$ cat src/rtl/ldseq_pkg.sv
package ldseq_pkg;

  localparam int ADDR_W = 16;
  localparam int DATA_W = 8;

  // status word bit positions
  localparam int PSW_N = 7;
  localparam int PSW_P = 5;
  localparam int PSW_Z = 1;

  typedef enum logic [1:0] {
    DST_A,
    DST_X,
    DST_Y
  } dst_e;

  typedef enum logic [3:0] {
    AM_IMM,
    AM_XIND,
    AM_XINC,
    AM_DP,
    AM_DPI,
    AM_ABS,
    AM_ABSI,
    AM_IDXIND,
    AM_INDIDX
  } amode_e;

  typedef struct packed {
    logic   valid;
    dst_e   dst;
    amode_e mode;
    logic   idx_y;
  } dec_t;

  typedef enum logic [3:0] {
    ST_FETCH,
    ST_OPR1,
    ST_OPR2,
    ST_IDLE_PRE,
    ST_PLO,
    ST_PHI,
    ST_IDLE_POST,
    ST_READ,
    ST_XINC,
    ST_HALT
  } st_e;

endpackage

$ cat src/rtl/ldseq_decode.sv
module ldseq_decode
  import ldseq_pkg::*;
#(
  parameter int DW = DATA_W
) (
  input  logic [DW-1:0] opcode,
  output dec_t          dec
);

  always_comb begin
    dec       = '0;
    dec.valid = 1'b1;
    case (opcode[7:0])
      8'hE8: begin dec.dst = DST_A; dec.mode = AM_IMM;    end
      8'hE6: begin dec.dst = DST_A; dec.mode = AM_XIND;   end
      8'hBF: begin dec.dst = DST_A; dec.mode = AM_XINC;   end
      8'hE4: begin dec.dst = DST_A; dec.mode = AM_DP;     end
      8'hF4: begin dec.dst = DST_A; dec.mode = AM_DPI;    end
      8'hE5: begin dec.dst = DST_A; dec.mode = AM_ABS;    end
      8'hF5: begin dec.dst = DST_A; dec.mode = AM_ABSI;   end
      8'hF6: begin dec.dst = DST_A; dec.mode = AM_ABSI;   dec.idx_y = 1'b1; end
      8'hE7: begin dec.dst = DST_A; dec.mode = AM_IDXIND; end
      8'hF7: begin dec.dst = DST_A; dec.mode = AM_INDIDX; dec.idx_y = 1'b1; end
      8'hCD: begin dec.dst = DST_X; dec.mode = AM_IMM;    end
      8'hF8: begin dec.dst = DST_X; dec.mode = AM_DP;     end
      8'hF9: begin dec.dst = DST_X; dec.mode = AM_DPI;    dec.idx_y = 1'b1; end
      8'hE9: begin dec.dst = DST_X; dec.mode = AM_ABS;    end
      8'h8D: begin dec.dst = DST_Y; dec.mode = AM_IMM;    end
      8'hEB: begin dec.dst = DST_Y; dec.mode = AM_DP;     end
      8'hFB: begin dec.dst = DST_Y; dec.mode = AM_DPI;    end
      8'hEC: begin dec.dst = DST_Y; dec.mode = AM_ABS;    end
      default: dec.valid = 1'b0;
    endcase
  end

endmodule

$ cat src/rtl/ldseq_agen.sv
module ldseq_agen
  import ldseq_pkg::*;
#(
  parameter int AW = ADDR_W,
  parameter int DW = DATA_W
) (
  input  logic          p_flag,
  input  logic [DW-1:0] x_reg,
  input  logic [DW-1:0] idx,
  input  logic [DW-1:0] rdata,
  input  logic [DW-1:0] t_lo,
  input  logic [DW-1:0] t_hi,
  input  logic [AW-1:0] cur_addr,
  output logic [AW-1:0] dp_dir,
  output logic [AW-1:0] dp_idx,
  output logic [AW-1:0] abs_dir,
  output logic [AW-1:0] abs_idx,
  output logic [AW-1:0] xind,
  output logic [AW-1:0] ptr_next
);

  localparam int PAD_W = AW - DW - 1;

  logic [DW-1:0] off_sum;
  logic [DW-1:0] ptr_off;

  always_comb begin
    off_sum  = t_lo + idx;                        // wraps inside the page
    ptr_off  = cur_addr[DW-1:0] + 1'b1;
    dp_dir   = {{PAD_W{1'b0}}, p_flag, rdata};
    dp_idx   = {{PAD_W{1'b0}}, p_flag, off_sum};
    xind     = {{PAD_W{1'b0}}, p_flag, x_reg};
    abs_dir  = AW'({rdata, t_lo});
    abs_idx  = AW'({t_hi, t_lo}) + AW'(idx);       // wraps modulo 2**AW
    ptr_next = {cur_addr[AW-1:DW], ptr_off};
  end

endmodule

$ cat src/rtl/ldseq_regfile.sv
module ldseq_regfile
  import ldseq_pkg::*;
#(
  parameter int DW = DATA_W
) (
  input  logic          clk,
  input  logic          rst,
  input  logic [DW-1:0] psw_init,
  input  logic          ld_en,
  input  dst_e          ld_dst,
  input  logic [DW-1:0] ld_val,
  input  logic          x_inc,
  output logic [DW-1:0] a_q,
  output logic [DW-1:0] x_q,
  output logic [DW-1:0] y_q,
  output logic [DW-1:0] psw_q
);

  always_ff @(posedge clk) begin
    if (rst) begin
      a_q   <= '0;
      x_q   <= '0;
      y_q   <= '0;
      psw_q <= psw_init;
    end else begin
      if (ld_en) begin
        case (ld_dst)
          DST_A:   a_q <= ld_val;
          DST_X:   x_q <= ld_val;
          default: y_q <= ld_val;
        endcase
        psw_q[PSW_N] <= ld_val[DW-1];
        psw_q[PSW_Z] <= (ld_val == '0);
      end
      if (x_inc) x_q <= x_q + 1'b1;
    end
  end

  a_r5_nz_follow: assert property (@(posedge clk) disable iff (rst)
    ld_en |=> (psw_q[PSW_N] == $past(ld_val[DW-1])) &&
              (psw_q[PSW_Z] == ($past(ld_val) == '0)));

  a_r5_others_kept: assert property (@(posedge clk) disable iff (rst)
    ld_en |=> (psw_q[6:2] == $past(psw_q[6:2])) && (psw_q[0] == $past(psw_q[0])));

  a_r8_x_step: assert property (@(posedge clk) disable iff (rst)
    x_inc |=> (x_q == $past(x_q) + 1'b1) && $stable(psw_q));

endmodule

$ cat src/rtl/ldseq_core.sv
module ldseq_core
  import ldseq_pkg::*;
#(
  parameter int          AW       = ADDR_W,
  parameter int          DW       = DATA_W,
  parameter logic [15:0] START_PC = 16'hFFC0
) (
  input  logic          clk,
  input  logic          rst,
  input  logic [DW-1:0] cfg_psw,
  output logic [AW-1:0] mem_addr,
  output logic          mem_rd,
  input  logic [DW-1:0] mem_rdata,
  output logic          retire,
  output logic          halted,
  output logic [AW-1:0] pc_o,
  output logic [DW-1:0] a_o,
  output logic [DW-1:0] x_o,
  output logic [DW-1:0] y_o,
  output logic [DW-1:0] psw_o
);

  logic          ph;
  logic          ce;
  st_e           st, nx_st;
  dec_t          dq, dec_now;
  logic [AW-1:0] pc, addr, nx_addr;
  logic          rd, nx_rd;
  logic [DW-1:0] t_lo, t_hi;
  logic          retire_q, halted_q;

  logic          ld_c, xinc_c, fin, pc_step, lo_we, hi_we;
  logic [DW-1:0] idx;
  logic [AW-1:0] dp_dir, dp_idx, abs_dir, abs_idx, xind, ptr_next;

  assign ce = ph;

  ldseq_decode #(.DW(DW)) u_dec (
    .opcode (mem_rdata),
    .dec    (dec_now)
  );

  assign idx = dq.idx_y ? y_o : x_o;

  ldseq_agen #(.AW(AW), .DW(DW)) u_agen (
    .p_flag   (psw_o[PSW_P]),
    .x_reg    (x_o),
    .idx      (idx),
    .rdata    (mem_rdata),
    .t_lo     (t_lo),
    .t_hi     (t_hi),
    .cur_addr (addr),
    .dp_dir   (dp_dir),
    .dp_idx   (dp_idx),
    .abs_dir  (abs_dir),
    .abs_idx  (abs_idx),
    .xind     (xind),
    .ptr_next (ptr_next)
  );

  ldseq_regfile #(.DW(DW)) u_rf (
    .clk      (clk),
    .rst      (rst),
    .psw_init (cfg_psw),
    .ld_en    (ce & ld_c),
    .ld_dst   (dq.dst),
    .ld_val   (mem_rdata),
    .x_inc    (ce & xinc_c),
    .a_q      (a_o),
    .x_q      (x_o),
    .y_q      (y_o),
    .psw_q    (psw_o)
  );

  // micro-sequence: each state is one bus cycle
  always_comb begin
    nx_st   = st;
    nx_addr = addr;
    nx_rd   = 1'b1;
    ld_c    = 1'b0;
    xinc_c  = 1'b0;
    fin     = 1'b0;
    pc_step = 1'b0;
    lo_we   = 1'b0;
    hi_we   = 1'b0;
    case (st)
      ST_FETCH: begin
        pc_step = 1'b1;
        if (!dec_now.valid) begin
          nx_st = ST_HALT;
          nx_rd = 1'b0;
        end else if (dec_now.mode == AM_XIND || dec_now.mode == AM_XINC) begin
          nx_st = ST_IDLE_PRE;
          nx_rd = 1'b0;
        end else begin
          nx_st   = ST_OPR1;
          nx_addr = pc + 1'b1;
        end
      end
      ST_OPR1: begin
        pc_step = 1'b1;
        lo_we   = 1'b1;
        case (dq.mode)
          AM_IMM: begin
            ld_c    = 1'b1;
            fin     = 1'b1;
            nx_st   = ST_FETCH;
            nx_addr = pc + 1'b1;
          end
          AM_DP: begin
            nx_st   = ST_READ;
            nx_addr = dp_dir;
          end
          AM_DPI, AM_IDXIND: begin
            nx_st = ST_IDLE_PRE;
            nx_rd = 1'b0;
          end
          AM_INDIDX: begin
            nx_st   = ST_PLO;
            nx_addr = dp_dir;
          end
          default: begin
            nx_st   = ST_OPR2;
            nx_addr = pc + 1'b1;
          end
        endcase
      end
      ST_OPR2: begin
        pc_step = 1'b1;
        hi_we   = 1'b1;
        if (dq.mode == AM_ABSI) begin
          nx_st = ST_IDLE_PRE;
          nx_rd = 1'b0;
        end else begin
          nx_st   = ST_READ;
          nx_addr = abs_dir;
        end
      end
      ST_IDLE_PRE: begin
        case (dq.mode)
          AM_XIND, AM_XINC: begin nx_st = ST_READ; nx_addr = xind;    end
          AM_DPI:           begin nx_st = ST_READ; nx_addr = dp_idx;  end
          AM_ABSI:          begin nx_st = ST_READ; nx_addr = abs_idx; end
          default:          begin nx_st = ST_PLO;  nx_addr = dp_idx;  end
        endcase
      end
      ST_PLO: begin
        lo_we   = 1'b1;
        nx_st   = ST_PHI;
        nx_addr = ptr_next;
      end
      ST_PHI: begin
        hi_we = 1'b1;
        if (dq.mode == AM_IDXIND) begin
          nx_st   = ST_READ;
          nx_addr = abs_dir;
        end else begin
          nx_st = ST_IDLE_POST;
          nx_rd = 1'b0;
        end
      end
      ST_IDLE_POST: begin
        nx_st   = ST_READ;
        nx_addr = abs_idx;
      end
      ST_READ: begin
        ld_c = 1'b1;
        if (dq.mode == AM_XINC) begin
          nx_st = ST_XINC;
          nx_rd = 1'b0;
        end else begin
          fin     = 1'b1;
          nx_st   = ST_FETCH;
          nx_addr = pc;
        end
      end
      ST_XINC: begin
        xinc_c  = 1'b1;
        fin     = 1'b1;
        nx_st   = ST_FETCH;
        nx_addr = pc;
      end
      default: begin
        nx_st = ST_HALT;
        nx_rd = 1'b0;
      end
    endcase
  end

  always_ff @(posedge clk) begin
    if (rst) begin
      ph       <= 1'b0;
      st       <= ST_FETCH;
      dq       <= '0;
      pc       <= AW'(START_PC);
      addr     <= AW'(START_PC);
      rd       <= 1'b1;
      t_lo     <= '0;
      t_hi     <= '0;
      retire_q <= 1'b0;
      halted_q <= 1'b0;
    end else begin
      ph       <= ~ph;
      retire_q <= ce & fin;
      if (ce) begin
        st       <= nx_st;
        addr     <= nx_addr;
        rd       <= nx_rd;
        halted_q <= (nx_st == ST_HALT);
        if (pc_step) pc <= pc + 1'b1;
        if (lo_we) t_lo <= mem_rdata;
        if (hi_we) t_hi <= mem_rdata;
        if (st == ST_FETCH) dq <= dec_now;
      end
    end
  end

  assign mem_addr = addr;
  assign mem_rd   = rd;
  assign retire   = retire_q;
  assign halted   = halted_q;
  assign pc_o     = pc;

  a_r11_halt_sticky: assert property (@(posedge clk) disable iff (rst)
    halted |=> halted);

  a_r11_halt_quiet: assert property (@(posedge clk) disable iff (rst)
    halted |-> !mem_rd && !retire);

  a_r11_live_op_valid: assert property (@(posedge clk) disable iff (rst)
    (st != ST_FETCH && st != ST_HALT) |-> dq.valid);

  a_r2_retire_single: assert property (@(posedge clk) disable iff (rst)
    retire |=> !retire);

  a_r2_addr_on_enable: assert property (@(posedge clk) disable iff (rst)
    !ce |=> $stable(mem_addr));

endmodule

$ cat config.mk
export PLATFORM = sky130hd
export DESIGN_NAME = ldseq_core
export DESIGN_NICKNAME = d
export VERILOG_FILES = /design/src/rtl/ldseq_pkg.sv /design/src/rtl/ldseq_decode.sv /design/src/rtl/ldseq_agen.sv /design/src/rtl/ldseq_regfile.sv /design/src/rtl/ldseq_core.sv
export SDC_FILE = /design/constraint.sdc
export NUM_CORES = 1
export LEC_CHECK = 0
export ABC_AREA = 1
export BUFFER_PORTS_ARGS = -buffer_cell sky130_fd_sc_hd__buf_2
export CAP_MARGIN = 30
export CORE_ASPECT_RATIO = 1.2
export CORE_MARGIN = 3
export CORE_UTILIZATION = 40
export CTS_CLUSTER_SIZE = 24
export DETAILED_ROUTE_END_ITERATION = 8
export PLACE_DENSITY_LB_ADDON = 0.12
export SKIP_LAST_GASP = 1
export SYNTH_ARGS = -nofsm -noshare
export SYNTH_HDL_FRONTEND = slang
export SYNTH_HIERARCHICAL = 1
export SYNTH_SLANG_ARGS = --single-unit
$ cat constraint.sdc
create_clock -name clk -period 7.2 [get_ports clk]
set_input_delay 0.72 -clock clk [delete_from_list [all_inputs] [get_ports clk]]
set_output_delay 0.72 -clock clk [all_outputs]
set_load 0.005 [all_outputs]
# --- Yosys cells after proc, flatten, opt, wreduce, memory -nomap -nowiden ---
# Index checks and enable logic that the tools add are counted.
op_classes:
  addsub: 5
  n_eq_ne: 43
  n_mux: 41
  bitwise: 6
  reduce_logical: 31
op_table:
  columns: ["operator", "n"]
  rows:
  - ["equality test 8 bit (second input constant)", 18]
  - ["case mux 16 bit (9 select lines)", 1]
  - ["case mux 6 bit (16 select lines)", 1]
  - ["2-to-1 mux 16 bit", 5]
  - ["case mux 16 bit (2 select lines)", 2]
  - ["case mux 4 bit (9 select lines)", 1]
  - ["2-to-1 mux 8 bit", 4]
  - ["equality test 4 x 3 -> 1 bit (second input constant)", 7]
  - ["equality test 4 x 2 -> 1 bit (second input constant)", 5]
  - ["2-to-1 mux 1 bit", 18]
  - ["OR reduction 18 bit", 1]
  - ["adder 16 x 1 -> 16 bit (second input constant)", 1]
  - ["adder 16 x 8 -> 16 bit", 1]
  - ["adder 8 x 1 -> 8 bit (second input constant)", 2]
  - ["AND reduction 2 bit", 7]
  - ["OR reduction 2 bit", 7]
  - ["equality test 4 x 1 -> 1 bit (second input constant)", 3]
  - ["equality test 4 bit (second input constant)", 3]
  - ["!= test 2 bit (second input constant)", 6]
  - ["case mux 3 bit (4 select lines)", 1]
  - ["AND reduction 9 bit", 1]
  - ["nonzero test 9 bit", 1]
  - ["adder 8 bit", 1]
  - ["zero test 4 bit", 2]
  - ["other kinds (17)", 27]
word_totals:
  register_bits: 95
  out_inout_bits: 67

# --- Longest topological paths before layout ---
depth:
  word_depth: 9
  depth_mapped: 23

# --- Modules after synthesis ---
# Netlist, hierarchy kept.
by_module_without_submodules:
  columns: ["mod", "n_inst", "cells_per_inst", "area_each_um2", "seq_area_each_um2"]
  rows:
  - ["ldseq_core", 1, 772, 4372.9, 1261.2]
  - ["ldseq_regfile", 1, 168, 1386.3, 720.7]
  - ["ldseq_agen", 1, 224, 1332.5, 0.0]
  - ["ldseq_decode", 1, 83, 375.4, 0.0]

# --- Least setup slack after synthesis ---
# No wires, ideal clock.
synth_timing:
  kind: "register to register"
  from: "reg dq[0] (netlist name)"
  to: "reg addr[8] (netlist: mem_addr[8])"
  setup_ps: 115
  arrival_time_ps: 2321
  path_slack_ps: 4764
  path_stages_with_launch: 22
  n_path_buf: 1
  period_less_slack_ps: 2436
  cell_sequence: "dfxtp_1 -> clkbuf_1 -> clkinv_1 -> nand2_1 -> nand2_1 -> ha_1 -> inv_1 -> fa_1 -> inv_1 -> nand3_1 -> nand3_1 -> nand2_1 -> nand2_1 -> xor2_1 -> nand3_1 -> nand2_1 -> nor2_1 -> nand3_1 -> a21oi_1 -> nand2_1 -> nand2_1 -> nand2_1"
synth_between:
  elab_chain_len: 4
synth_lines:
  columns: ["element", "line", "text"]
  rows:
  - ["from (decl)", "ldseq_core.sv:26", "dec_t dq, dec_now;"]
  - ["from (signal assigned)", "ldseq_core.sv:213", "if (st == ST_FETCH) dq <= dec_now;"]
  - ["2-to-1 mux 8 bit *", "ldseq_core.sv:43", "assign idx = dq.idx_y ? y_o : x_o;"]
  - ["named net idx[0]", "ldseq_core.sv:33", "logic [DW-1:0] idx;"]
  - ["adder 16 x 8 -> 16 bit *", "ldseq_agen.sv:34", "abs_idx = AW'({t_hi, t_lo}) + AW'(idx);"]
  - ["named net abs_idx[8]", "ldseq_core.sv:34", "logic [AW-1:0] dp_dir, dp_idx, abs_dir, abs_idx, xind, ptr_next;"]
  - ["case mux 16 bit (2 select lines)", "ldseq_core.sv:140", "case (dq.mode)"]
  - ["case mux 16 bit (9 select lines) *", "ldseq_core.sv:86", "case (st)"]
  - ["to (signal assigned)", "ldseq_core.sv:196", "addr <= AW'(START_PC);"]
  - ["to (signal assigned)", "ldseq_core.sv:207", "addr <= nx_addr;"]
  - ["to (decl)", "ldseq_core.sv:27", "logic [AW-1:0] pc, addr, nx_addr;"]
# The timed path passes the listed nets; every way through them passes the cells marked *.
# A chain may end at the register's enable or synchronous reset.

# --- Worst setup path after layout ---
layout_timing:
  from: "reg dq[0] (netlist name)"
  to: "reg addr[7] (netlist: mem_addr[7])"
# The elaborated chain is that of the path after synthesis.

==> results.sh <==
export IMPL_startpoint="dq[0]"
export IMPL_synth_top_cell_area_share=0.233
export IMPL_vias=7548
export IMPL_synth_cell_area_um2=7470
export IMPL_io_pins=85
export IMPL_fin_skew_ns=0.0106
export IMPL_vdd_ir_drop_worst_v=0.000113
export IMPL_wl_met1_um=10200
export IMPL_max_freq_ghz=0.346
export IMPL_fp_dieW_um=131
export IMPL_synth_cells=1247
export IMPL_totalWireLength_um=23000
export IMPL_synth_distinct_cells=45
export IMPL_core_um2=18200
export IMPL_cts_tree="yes"
export IMPL_drive_above_1_share=0.124
export IMPL_diodes=0
export IMPL_drtPass1Iterations=6
export IMPL_drc=0
export IMPL_crit_path_end_kind="register"
export IMPL_min_from="halted"
export IMPL_rr_worst_depth=17
export IMPL_maxCapViolations=0
export IMPL_fin_area_um2=7880
export IMPL_status="complete, no violations"
export IMPL_die_y_um=156
export IMPL_first_global_vias=6930
export IMPL_finalMaxSlewViolations=0
export IMPL_hold_viol=0
export IMPL_detailed_place_area_um2=7570
export IMPL_h_tree_depth=3
export IMPL_synth_edf_count=8
export IMPL_dr_first_iter_drc_count=640
export IMPL_grt_ovfl_total=0
export IMPL_dp_cells=1478
export IMPL_dpl_hpwl_um=17900
export IMPL_worstSetupStartpointType="register"
export IMPL_postRouteAntennaNets=0
export IMPL_synthTopCellsByArea="dfxtp_1 (23%), nand2_1 (18%), nor2_1 (9.3%), buf_4 (7.5%), nand3_1 (6.4%)"
export IMPL_postCtsHoldBufs=0
export IMPL_synthFlopType="dfxtp_1"
export IMPL_gp_congestion=0.876
export IMPL_synth_area_per_cell_um2=5.99
export IMPL_finalSetupViolCount=0
export IMPL_numCtsBuffers=9
export IMPL_grt_max_degree=46
export IMPL_post_drt_wl_per_cell_um=15.4
export IMPL_synthArstFlopShare=0
export IMPL_final_cell_mix="nand2_1 (365), nor2_1 (186), inv_1 (120)"
export IMPL_yosysSeqAreaShare=0.265
export IMPL_setup_tns_ns=0
export IMPL_worstReg2RegStart="dq[0]"
export IMPL_ctsRootBufferMaster="clkbuf_16"
export IMPL_areaGrowthSynthToFinish_pct=5.56
export IMPL_postCtsSetupRepairBufs=0
export IMPL_final_common_cell="nand2_1"
export IMPL_row_count=54
export IMPL_hold_depth=2
export IMPL_synth_area_leader_cell="dfxtp_1"
export IMPL_clk_latency_ns=0.36
export IMPL_nets=1295
export IMPL_hold_ws_ns=0.447
export IMPL_power_density_nw_per_um2=190
export IMPL_critPathKind="reg2reg"
export IMPL_relSlewSlack=0.315
export IMPL_required_ns=7.44
export IMPL_synth_seq_cells=95
export IMPL_rsz0062_at_grt="false"
export IMPL_portBuffers=84
export IMPL_worstMarginPinSlew_ns=1.03
export IMPL_wl_met2_um=10900
export IMPL_min_path_type="reg2reg"
export IMPL_post_cts_resized=0
export IMPL_finalCritPeriodShare=0.401
export IMPL_min_period_ns=2.89
export IMPL_via_per_inst=5.05
export IMPL_track_usage=0.227
export IMPL_grt_pass1_wl_um=36500
export IMPL_yosys_warnings=6
export IMPL_fin_cells=1494
export IMPL_arrival_ns=3.13
export IMPL_clkTransAtPathRegs_ns=0.07
export IMPL_leakagePower_uw=0.00382
export IMPL_die_area_um2=20400
export IMPL_antenna_found_initial=0
export IMPL_crit_fanout=9
export IMPL_clockBufferDepth=2
export IMPL_clock_sinks=95
export IMPL_start_util=0.409
export IMPL_highest_layer="met4"
export IMPL_wl_met3_um=1310
==> critical path: stages (launching register included) <==
cell      delay, ns
dfxtp_1        0.52
clkinv_1       0.34
nand2_1        0.13
nand2_1        0.06
ha_1           0.33
nand2_1        0.12
inv_1          0.07
a21oi_1        0.17
nand2_2        0.10
xor2_1         0.18
nand3_1        0.10
nand2_1        0.05
nor2_1         0.09
nand3_1        0.11
a21oi_1        0.20
nand2_1        0.09
nand2_1        0.06
nand2_1        0.05
==> cell usage after synthesis, types with 2 or more instances <==
library cell	instances
clkbuf_1	12
a21oi_1	66
nor2_4	7
buf_2	9
buf_4	75
nor2_2	5
nand4_1	10
a31oi_1	3
nor3_1	9
nor2_1	186
o211ai_1	7
o21ai_0	84
nand2_1	365
o21ai_1	7
ha_1	11
dfxtp_1	87
nand2_2	14
nand3_2	3
inv_1	120
o21ai_2	2
edfxtp_1	8
nand3b_1	3
a21oi_2	2
inv_2	15
xor2_1	17
buf_6	4
nand3_1	96
xnor2_1	3
==> stage by stage <==
stage / total power (uW) / utilization / setup slack (ns)
detailed placement: 979 / 0.415 / 4.19
finish: 1500 / 0.432 / 4.31
global route: 1580 / 0.432 / 4.04
floorplan: 901 / - / 4.76
global placement: 977 / 0.415 / 4.31
CTS: 1500 / 0.432 / 4.35
==> final cells by class <==
| cell class | count | area, um2 |
|---|---|---|
| fillers | 2086 | 10400 |
| inverters | 136 | 510 |
| clock inverters | 7 | 87.6 |
| well taps | 224 | 280 |
| multi-input cells | 935 | 4350 |
| repair buffers | 88 | 450 |
| flip-flops and latches | 95 | 1980 |
| clock buffers | 9 | 225 |
==> cell families (layout without fill, tap and decap cells) <==
kind of cell	after synthesis	count (layout)	synth area share
xor gates and xnor gates	20	20	0.0235
and+or+nand+nor	704	704	0.400
other	1	21	0.000502
adders and majority gates	12	12	0.0211
AOI/OAI and AO/OA	178	178	0.127
DFF	95	95	0.265
buffers and inverters	237	240	0.163
==> worst paths after layout <==
kind,endpoint,slack [ns]
max,mem_addr[7],4.31
min,halted,0.45
max reg2reg,mem_addr[7],4.31
min reg2reg,halted,0.45
==> where the power goes <==
group | internal (uW) | total (uW) | switching (uW)
combinational | 116 | 354 | 238
sequential | 570 | 615 | 44.9
clock | 302 | 526 | 225
total | 988 | 1500 | 508
==> metal layers <==
| layer | up-vias | GRT usage |
|---|---|---|
| li1 | 3906 | - |
| met1 | 3390 | 0.298 |
| met2 | 225 | 0.381 |
| met3 | 27 | 0.0342 |
| met4 | 0 | 0.0701 |
| met5 | - | 0 |
==> sequential cells by signal, indices dropped and copies added, names as in the netlist, 7 cells and up <==
register    count
mem_addr       16
pc_o           16
t_hi            8
t_lo            8
u_rf/a_q        8
u_rf/psw_q      8
u_rf/x_q        8
u_rf/y_q        8
dq              7
(Power assumes the default switching activity.)
